===== src/rtl/qrr_pkg.sv =====
package qrr_pkg;

    typedef enum logic [1:0] {
        WHY_NONE       = 2'd0,
        WHY_EXPIRE     = 2'd1,
        WHY_YIELD      = 2'd2,
        WHY_INELIGIBLE = 2'd3
    } resched_why_e;

endpackage


===== src/rtl/qrr_next_pick.sv =====
module qrr_next_pick #(
    parameter int NSLOT = 4,
    localparam int SW = $clog2(NSLOT),
    localparam int NU = NSLOT - 1
) (
    input  logic [SW-1:0]    cur,
    input  logic [NSLOT-1:1] run_ok,
    output logic [SW-1:0]    pick
);

    logic [SW-1:0] base;
    logic [SW-1:0] cand [1:NU];
    logic [NU:1]   hit;

    // base is chosen so that base+1 (mod NU) + 1 is the slot after cur
    assign base = (cur == '0) ? SW'(NU - 1) : (cur - 1'b1);

    for (genvar g = 1; g <= NU; g++) begin : g_cand
        logic [SW:0] sum;
        logic [SW:0] red;
        assign sum = {1'b0, base} + (SW+1)'(g);
        assign red = (sum >= (SW+1)'(NU)) ? (sum - (SW+1)'(NU)) : sum;
        assign cand[g] = SW'(red + 1'b1);
        assign hit[g]  = run_ok[cand[g]];
    end

    always_comb begin
        logic found;
        found = 1'b0;
        pick  = '0;
        for (int i = 1; i <= NU; i++) begin
            if (!found && hit[i]) begin
                pick  = cand[i];
                found = 1'b1;
            end
        end
    end

endmodule


===== src/rtl/qrr_slice_ctr.sv =====
module qrr_slice_ctr #(
    parameter int SLICE = 5,
    localparam int CW = $clog2(SLICE + 1)
) (
    input  logic          clk,
    input  logic          rst_n,
    input  logic          tick,
    input  logic          reload,
    output logic [CW-1:0] count,
    output logic          expire
);

    logic [CW-1:0] count_d, count_q;

    always_comb begin
        count_d = count_q;
        if (reload)    count_d = CW'(SLICE);
        else if (tick) count_d = count_q - 1'b1;
    end

    always_ff @(posedge clk) begin
        if (!rst_n) count_q <= CW'(SLICE);
        else        count_q <= count_d;
    end

    assign count  = count_q;
    assign expire = tick && (count_q == CW'(1));

    p_tick_dec_r2: assert property (@(posedge clk) disable iff (!rst_n)
        (tick && !reload) |=> (count_q == CW'($past(count_q) - 1'b1)));
    p_never_zero_r2: assert property (@(posedge clk) disable iff (!rst_n)
        count_q != '0);
    p_reload_full_r3: assert property (@(posedge clk) disable iff (!rst_n)
        reload |=> (count_q == CW'(SLICE)));

endmodule


===== src/rtl/qrr_cause.sv =====
module qrr_cause
    import qrr_pkg::*;
#(
    parameter int NSLOT = 4,
    localparam int SW = $clog2(NSLOT)
) (
    input  logic             clk,
    input  logic             rst_n,
    input  logic [SW-1:0]    cur,
    input  logic [NSLOT-1:1] run_ok,
    input  logic             tick,
    input  logic             yield_req,
    input  logic             expire,
    output logic             resched
);

    logic         eligible;
    resched_why_e why;

    // idle slot is eligible only while no user slot can run
    assign eligible = (cur == '0) ? ~|run_ok : run_ok[cur];

    always_comb begin
        why = WHY_NONE;
        if (!eligible)      why = WHY_INELIGIBLE;
        else if (yield_req) why = WHY_YIELD;
        else if (expire)    why = WHY_EXPIRE;
    end

    assign resched = (why != WHY_NONE);

    p_yield_acts_r7: assert property (@(posedge clk) disable iff (!rst_n)
        yield_req |-> resched);
    p_expire_acts_r3: assert property (@(posedge clk) disable iff (!rst_n)
        (tick && expire) |-> resched);

endmodule


===== src/rtl/quantum_rr_sched.sv =====
module quantum_rr_sched #(
    parameter int NSLOT = 4,
    parameter int SLICE = 5,
    localparam int SW = $clog2(NSLOT),
    localparam int CW = $clog2(SLICE + 1)
) (
    input  logic             clk,
    input  logic             rst_n,
    input  logic             tick,
    input  logic             yield_req,
    input  logic [NSLOT-1:1] run_ok,
    output logic [SW-1:0]    cur_slot,
    output logic             switch_pulse,
    output logic [CW-1:0]    slice_left
);

    typedef struct packed {
        logic [SW-1:0] cur;
        logic          pulse;
    } sel_t;

    sel_t          sel_d, sel_q;
    logic [SW-1:0] pick;
    logic          expire;
    logic          resched;

    qrr_next_pick #(.NSLOT(NSLOT)) u_pick (
        .cur    (sel_q.cur),
        .run_ok (run_ok),
        .pick   (pick)
    );

    qrr_slice_ctr #(.SLICE(SLICE)) u_slice (
        .clk    (clk),
        .rst_n  (rst_n),
        .tick   (tick),
        .reload (resched),
        .count  (slice_left),
        .expire (expire)
    );

    qrr_cause #(.NSLOT(NSLOT)) u_cause (
        .clk       (clk),
        .rst_n     (rst_n),
        .cur       (sel_q.cur),
        .run_ok    (run_ok),
        .tick      (tick),
        .yield_req (yield_req),
        .expire    (expire),
        .resched   (resched)
    );

    always_comb begin
        sel_d       = sel_q;
        sel_d.pulse = 1'b0;
        if (resched) begin
            sel_d.cur   = pick;
            sel_d.pulse = (pick != sel_q.cur);
        end
    end

    always_ff @(posedge clk) begin
        if (!rst_n) sel_q <= '{cur: '0, pulse: 1'b0};
        else        sel_q <= sel_d;
    end

    assign cur_slot     = sel_q.cur;
    assign switch_pulse = sel_q.pulse;

    p_pulse_on_change_r10: assert property (@(posedge clk) disable iff (!rst_n)
        switch_pulse == (cur_slot != $past(cur_slot)));
    p_pick_runnable_r4: assert property (@(posedge clk) disable iff (!rst_n)
        (resched && pick != '0) |-> run_ok[pick]);
    p_idle_when_empty_r5: assert property (@(posedge clk) disable iff (!rst_n)
        (resched && run_ok == '0) |-> (pick == '0));

endmodule


===== config.mk =====
export PLATFORM = sky130hd
export DESIGN_NAME = quantum_rr_sched
export DESIGN_NICKNAME = d
export VERILOG_FILES = /design/src/rtl/qrr_pkg.sv /design/src/rtl/qrr_next_pick.sv /design/src/rtl/qrr_slice_ctr.sv /design/src/rtl/qrr_cause.sv /design/src/rtl/quantum_rr_sched.sv
export SDC_FILE = /design/constraint.sdc
export NUM_CORES = 1
export LEC_CHECK = 0
export CAP_MARGIN = 40
export CORE_ASPECT_RATIO = 0.9
export CORE_MARGIN = 5
export CORE_UTILIZATION = 35
export DETAILED_ROUTE_END_ITERATION = 8
export DONT_BUFFER_PORTS = 1
export GPL_TIMING_DRIVEN = 0
export PLACE_DENSITY_LB_ADDON = 0.15
export SETUP_SLACK_MARGIN = 0.05
export SLEW_MARGIN = 40
export SYNTH_ARGS = -nofsm -noshare
export SYNTH_HDL_FRONTEND = slang
export SYNTH_SLANG_ARGS = --single-unit

===== constraint.sdc =====
create_clock -name clk -period 2.3 [get_ports clk]
set_clock_uncertainty 0.1 [all_clocks]
set_input_delay 0 -clock clk [delete_from_list [all_inputs] [get_ports clk]]
set_output_delay 0 -clock clk [all_outputs]
set_load 0.05 [all_outputs]

==> impl_metrics.ini, run 1 <==
[worst_setup_path]
crit_fanout = 5
cp-end-kind = flop
crit_start = cur_slot[0]
crit_chain = clkinvlp_4, ha_4, mux2_4, a32o_2, nor4b_4, a211oi_2, xnor2_1, a21oi_1
r2r_setup_slack_ps = 60
cp_slowest_cell = dfxtp_4
slowest_delay_ps = 470
setup.worst_path.start_class = flop
critPathKind = reg2reg
critPathRequiredTime_ps = 2330
r2r_end = switch_pulse
timing.rr.start = cur_slot[0]
crit_buf_inv = 1
rr_worst_depth = 8
cp_top_family = flip-flops
arrival_ps = 2260

[clock_tree]
clkTransAtPathRegs_ps = 40
cts_made_buffers = 3
cts_root_buffer = clkbuf_4
clkSinkCount = 6
htree_num_levels = 1
clk_path_buf_depth = 2
cts_tree = yes
insertion_delay_ps = 250

[synth]
ys_ff_latch = 6
synth_top_area_share = 0.215
ys.flop_type = dfxtp_1
netlist-cell-type-count = 26
ys_top_cells_by_area = dfxtp_1 22%, ha_1 16%, xnor2_1 6.3%
yosysTopAreaCell = dfxtp_1
yosys_warnings = 0
synthesis.nets = 79
syn_avg_cell_area_sq_um = 8.59
ys_async_sr_fraction = 0
ys_seq_area_frac = 0.215
netlist_instances = 65
netlist_area_sq_um = 558
synth_edf_count = 0

[global_routing]
first_global_vias = 432
grt_pass1_wl_mm = 1.93
grt_max_degree = 8
overflow = 0
grtUsageTotal = 0.112
antenna_found_initial = 0

[min_path]
hold_path.startpoint = yield_req
hold-path-endpoint = cur_slot[0]
hold_class = in2reg
holdPathStages = 3

[detailed_routing]
drc = 0
wl_met1_microns = 579
num_vias = 469
drt-vias-per-instance = 4.99
routed-wl-met2_microns = 455
ant_nets = 0
routedWlPerCell_microns = 12.5
met3_wirelength_microns = 124
drt_iter0_drc = 7
dr.pass1.iters = 4
wl_mm = 1.17
top_layer = met4

[timing]
worstMarginPinSlew_ps = 605
drv_slew = 0
fmax_mhz = 447
setup_viol = 0
finalHoldViolations = 0
rsz0062_at_grt = true
tns_ps = 0
min_period_over_period = 0.972
fin_crit_ps = 2240
relSlewSlack = 0.596

[floorplanning]
fp-row-count = 13
die_y_microns = 47.9
core_area_sq_mm = 0.00148
initial_core_util = 0.377
die_area_sq_mm = 0.00249
io_pins = 13
dieWidth_microns = 52.1

[power]
peakVddDrop_mv = 0.574
power.density_mw_per_mm2 = 1340
p_total_uw = 930
p_leak_uw = 0.000277

[placed_design]
gp_congestion = 0.753
port_buffers = 0
place_area_sq_um = 588
post-dp-hpwl_microns = 891

[run_status]
run_status = finished clean

[finish]
drive_gt1_frac = 0.264
diodes = 0
finalCoreUtilization = 0.468
areaGrowthSynthToFinish_pct = 24.2
fin_nets = 88
final_common_cell = inv_1
fin_area_sq_um = 693
num-fill-cells = 136
most-common-layout-cells = 8 x inv_1, 6 x nor2_1, 5 x nand2_1, 5 x ha_1

[run]
maxCapViolations = 0
[area by class of cell]
cell class,instances,area (sq um),share of cell area
inverter,9,37.5,0.0542
multi-input combinational,50,443,0.639
tap,22,27.5,0.0397
timing repair buffer,4,35.0,0.0505
clock buffer,3,22.5,0.0325
sequential,6,128,0.184
[routing by layer]
layer	track usage	vias to the layer above
met2	0.153	17
li1	-	243
met3	0.0685	2
met4	0.0628	0
met1	0.135	207
met5	0	-
[tightest hold or removal path: stages]
cell	delay, ps
a31oi_1	20
o211ai_1	230
a211oi_1	110
[worst max path at each step]
stage	cells after the start	slack, ps	end
5_1_grt	8	-9	switch_pulse
2_1_floorplan	8	70	switch_pulse
4_1_cts	8	50	switch_pulse
6_report	8	60	switch_pulse
3_5_place_dp	8	-90	switch_pulse
3_3_place_gp	8	-110	switch_pulse
[logic make-up (layout without fill, tap and decap cells)]
logic type / after synthesis / in the layout / synth area share
XOR/XNOR: 4 / 4 / 0.0628
AO/OA/AOI/OAI: 17 / 17 / 0.240
AND/OR/NAND/NOR: 19 / 19 / 0.202
multiplexers: 3 / 3 / 0.0628
buffers and inverters: 9 / 16 / 0.0605
flip-flops: 6 / 6 / 0.215
adder cells (fa/ha/maj): 7 / 7 / 0.157
[synth_stat cells (all sizes together), types with 2 or more instances]
cell	instances
xnor2	4
nand2b	3
inv	9
nand2	5
o21ai	3
o211ai	2
ha	7
dfxtp	6
a211oi	3
nor2	6
a21oi	3
mux2i	2
nor4	2
[stage by stage]
step           cells  hold slack, ps  worst slack (ps)
2_1_floorplan     65            11.7              71.3
3_3_place_gp      87            24.3              -112
3_5_place_dp      87            28.2             -89.3
4_1_cts           92            67.6              50.6
5_1_grt           94             116             -9.47
6_report          94            61.4              63.9
[sequential cells by signal, indices dropped and copies added (netlist names)]
signal,flops
cur_slot,2
switch_pulse,1
u_slice.count,3
[power by group]
| group | leakage [uW] | switching, uW | internal, uW |
|---|---|---|---|
| Combinational | 0.000213 | 286 | 279 |
| Sequential | 0.0000505 | 127 | 140 |
| Clock | 0.0000138 | 38.8 | 59.1 |
| Total | 0.000277 | 452 | 478 |
[timing repair]
action,in CTS,in global routing
pin swaps,0,5
endpoints found under the setup margin,3,3
hold endpoints to repair,6,0
setup buffers,0,2
resized for setup,4,4
hold buffers,2,0
Power figures use the tool's default switching activity.
==> run 2: changes to the inputs <==
--- a/config.mk
+++ b/config.mk
@@ -6,7 +6,6 @@
 export NUM_CORES = 1
 export LEC_CHECK = 0
 export CAP_MARGIN = 40
-export CORE_ASPECT_RATIO = 0.9
 export CORE_MARGIN = 5
 export CORE_UTILIZATION = 35
 export DETAILED_ROUTE_END_ITERATION = 8
@@ -17,4 +16,5 @@
 export SLEW_MARGIN = 40
 export SYNTH_ARGS = -nofsm -noshare
 export SYNTH_HDL_FRONTEND = slang
+export SYNTH_HIERARCHICAL = 1
 export SYNTH_SLANG_ARGS = --single-unit
==> run 2 against run 1 <==
Total power is 14% lower. Via count is 6.0% lower. First-iteration DRC count is 43% lower. Worst setup slack better by 100 ps. Hold slack better by 22 ps. Combinational power is 27% lower. Cell count is 17% lower. Routed wire length is 10% lower. Global-route usage is 0.15 points higher. Non-clock buffer count is 2 lower. Final area is 19% lower.
==> impl_metrics.ini, run 2 <==
[timing]
finalHoldViolations = 0
worstMarginPinSlew_ps = 555
setup_viol = 0
drv_slew = 0
fmax_mhz = 469
relSlewSlack = 0.629
fin_crit_ps = 2130
min_period_over_period = 0.927
hold_ws_ps = 83.2
rsz0062_at_grt = false

[detailed_routing]
wl_mm = 1.05
dr.pass1.iters = 4
drt_iter0_drc = 4
num_vias = 441
ant_nets = 0
drc = 0
routedWlPerCell_microns = 13.5
drt-vias-per-instance = 5.65

[worst_setup_path]
crit_chain = and3b_2, or2_2, a221o_1, nor2b_1, o211a_1
setup.worst_path.start_class = flop
slowest_delay_ps = 660
crit_fanout = 4
cp_slowest_cell = dfxtp_1
critPathRequiredTime_ps = 2380
cp-end-kind = flop
critPathKind = reg2reg
arrival_ps = 2220

[run]
maxCapViolations = 0

[synth]
synth_top_area_share = 0.246
synth_top_family_by_area = compound AO/OA/AOI/OAI gates
synth_common_cells = 6 x dfxtp_1, 5 x a21oi_1, 5 x ha_1, 5 x inv_1, 5 x nand2_1
netlist_area_sq_um = 488
synthXorXnorAreaFrac = 0.0538
yosys.area_share.adder = 0.128
syn_avg_cell_area_sq_um = 8.41
synth_edf_count = 0
netlist-cell-type-count = 25
ys.flop_type = dfxtp_1
yosys_warnings = 6
yosysMostFrequentCell = dfxtp_1
ys_ff_latch = 6
synthesis.nets = 70
synth-compound-area-share = 0.249
yosysTopAreaCell = dfxtp_1
synth-simple-area-share = 0.203
muxShareOfSynthArea = 0.0821
netlist_instances = 58
ys_async_sr_fraction = 0
ys_top_cells_by_area = dfxtp_1 25%, ha_1 13%, mux2i_1 8.2%
ys_seq_area_frac = 0.246

[floorplanning]
initial_core_util = 0.370
dieWidth_microns = 47.3
fp-row-count = 13
die_area_sq_mm = 0.00224
core_area_sq_mm = 0.00132
die_y_microns = 47.3
io_pins = 13

[clock_tree]
cts_root_buffer = clkbuf_4
insertion_delay_ps = 240
clkTransAtPathRegs_ps = 40
htree_num_levels = 1
cts_made_buffers = 3
postCtsSetupBuffers = 0
cts_tree = yes
clk_path_buf_depth = 2
clkSinkCount = 6

[finish]
most-common-layout-cells = 5 x nand2_1, 5 x a21oi_1, 5 x inv_1
fin_area_sq_um = 562
multi_input_area_sq_um = 352
regArea_sq_um = 130
drive_gt1_frac = 0.159
diodes = 0
num-fill-cells = 133
largest_reg_flops = 3
areaGrowthSynthToFinish_pct = 15.1
fin_nets = 77

[global_routing]
overflow = 0
grt_max_degree = 9
grtUsageTotal = 0.114
first_global_vias = 405
grt_pass1_wl_mm = 1.75
antenna_found_initial = 0

[power]
power.density_mw_per_mm2 = 1420
p_leak_uw = 0.000248
peakVddDrop_mv = 0.512
p_total_uw = 798

[placed_design]
gp_congestion = 0.707
port_buffers = 0
post-dp-hpwl_microns = 789
place_area_sq_um = 507

[run_status]
run_status = finished clean

[min_path]
hold_class = in2reg
## run 2: per-layer routing
metal / vias to the layer above / part of all wire / global-route usage
met1: 204 / 0.46 / 0.153
met2: 14 / 0.42 / 0.147
met5: - / 0 / 0
met3: 0 / 0.11 / 0.0843
li1: 223 / - / -
met4: 0 / 0 / 0.0166
## run 2: kinds of logic (layout without fill, tap and decap cells)
kind of cell    Yosys count  after routing
fa+ha+maj                 5              5
xor+xnor                  3              3
simple gates             17             17
compound gates           18             18
mux                       4              4
buf+inv                   5             10
flops                     6              6
## run 2: path summary, 6_finish.rpt
| path | startpoint | endpoint | slack [ps] | cells after the start |
|---|---|---|---|---|
| setup / recovery | u_slice/count[2] | u_slice/count[1] | 170 | 5 |
| hold / removal | run_ok[2] | switch_pulse | 80 | 4 |
| setup reg to reg | u_slice/count[2] | u_slice/count[1] | 170 | 5 |
| hold reg to reg | u_slice/count[1] | u_slice/count[1] | 540 | 1 |
## run 2: critical path: cells and delay by family (launching register included)
| kind | cells | cell delay, ps |
|---|---|---|
| simple gates | 3 | 780 |
| flops | 1 | 660 |
| compound gates | 2 | 520 |
## run 2: repair_timing
item / 4_1_cts / 5_1_grt
hold endpoints to repair: 6 / 0
setup endpoints to repair: 6 / 3
hold buffers: 2 / 0
gates resized for setup: 3 / 4
## run 2: final cells by class
type                            count  share of cell area
Inverter                            5              0.0334
Sequential cell                     6               0.232
Timing Repair Buffer                2              0.0356
Multi-Input combinational cell     47               0.626
Clock buffer                        3              0.0401
Tap cell                           15              0.0334
## run 2: per-stage QoR
stage | utilization | cells | worst slack [ps] | setup TNS, ps
final | 0.426 | 78 | 167 | 0
after global placement | 0.385 | 73 | -130 | -259
after global routing | 0.426 | 78 | 65.5 | 0
after floorplan | - | 58 | 110 | 0
after CTS | 0.420 | 78 | 104 | 0
after detailed placement | 0.385 | 73 | -155 | -381
## run 2: where the power goes
part	total, uW	switching [uW]	internal [uW]
Combinational	411	217	194
Clock	96.4	37.4	59.0
Sequential	291	148	143
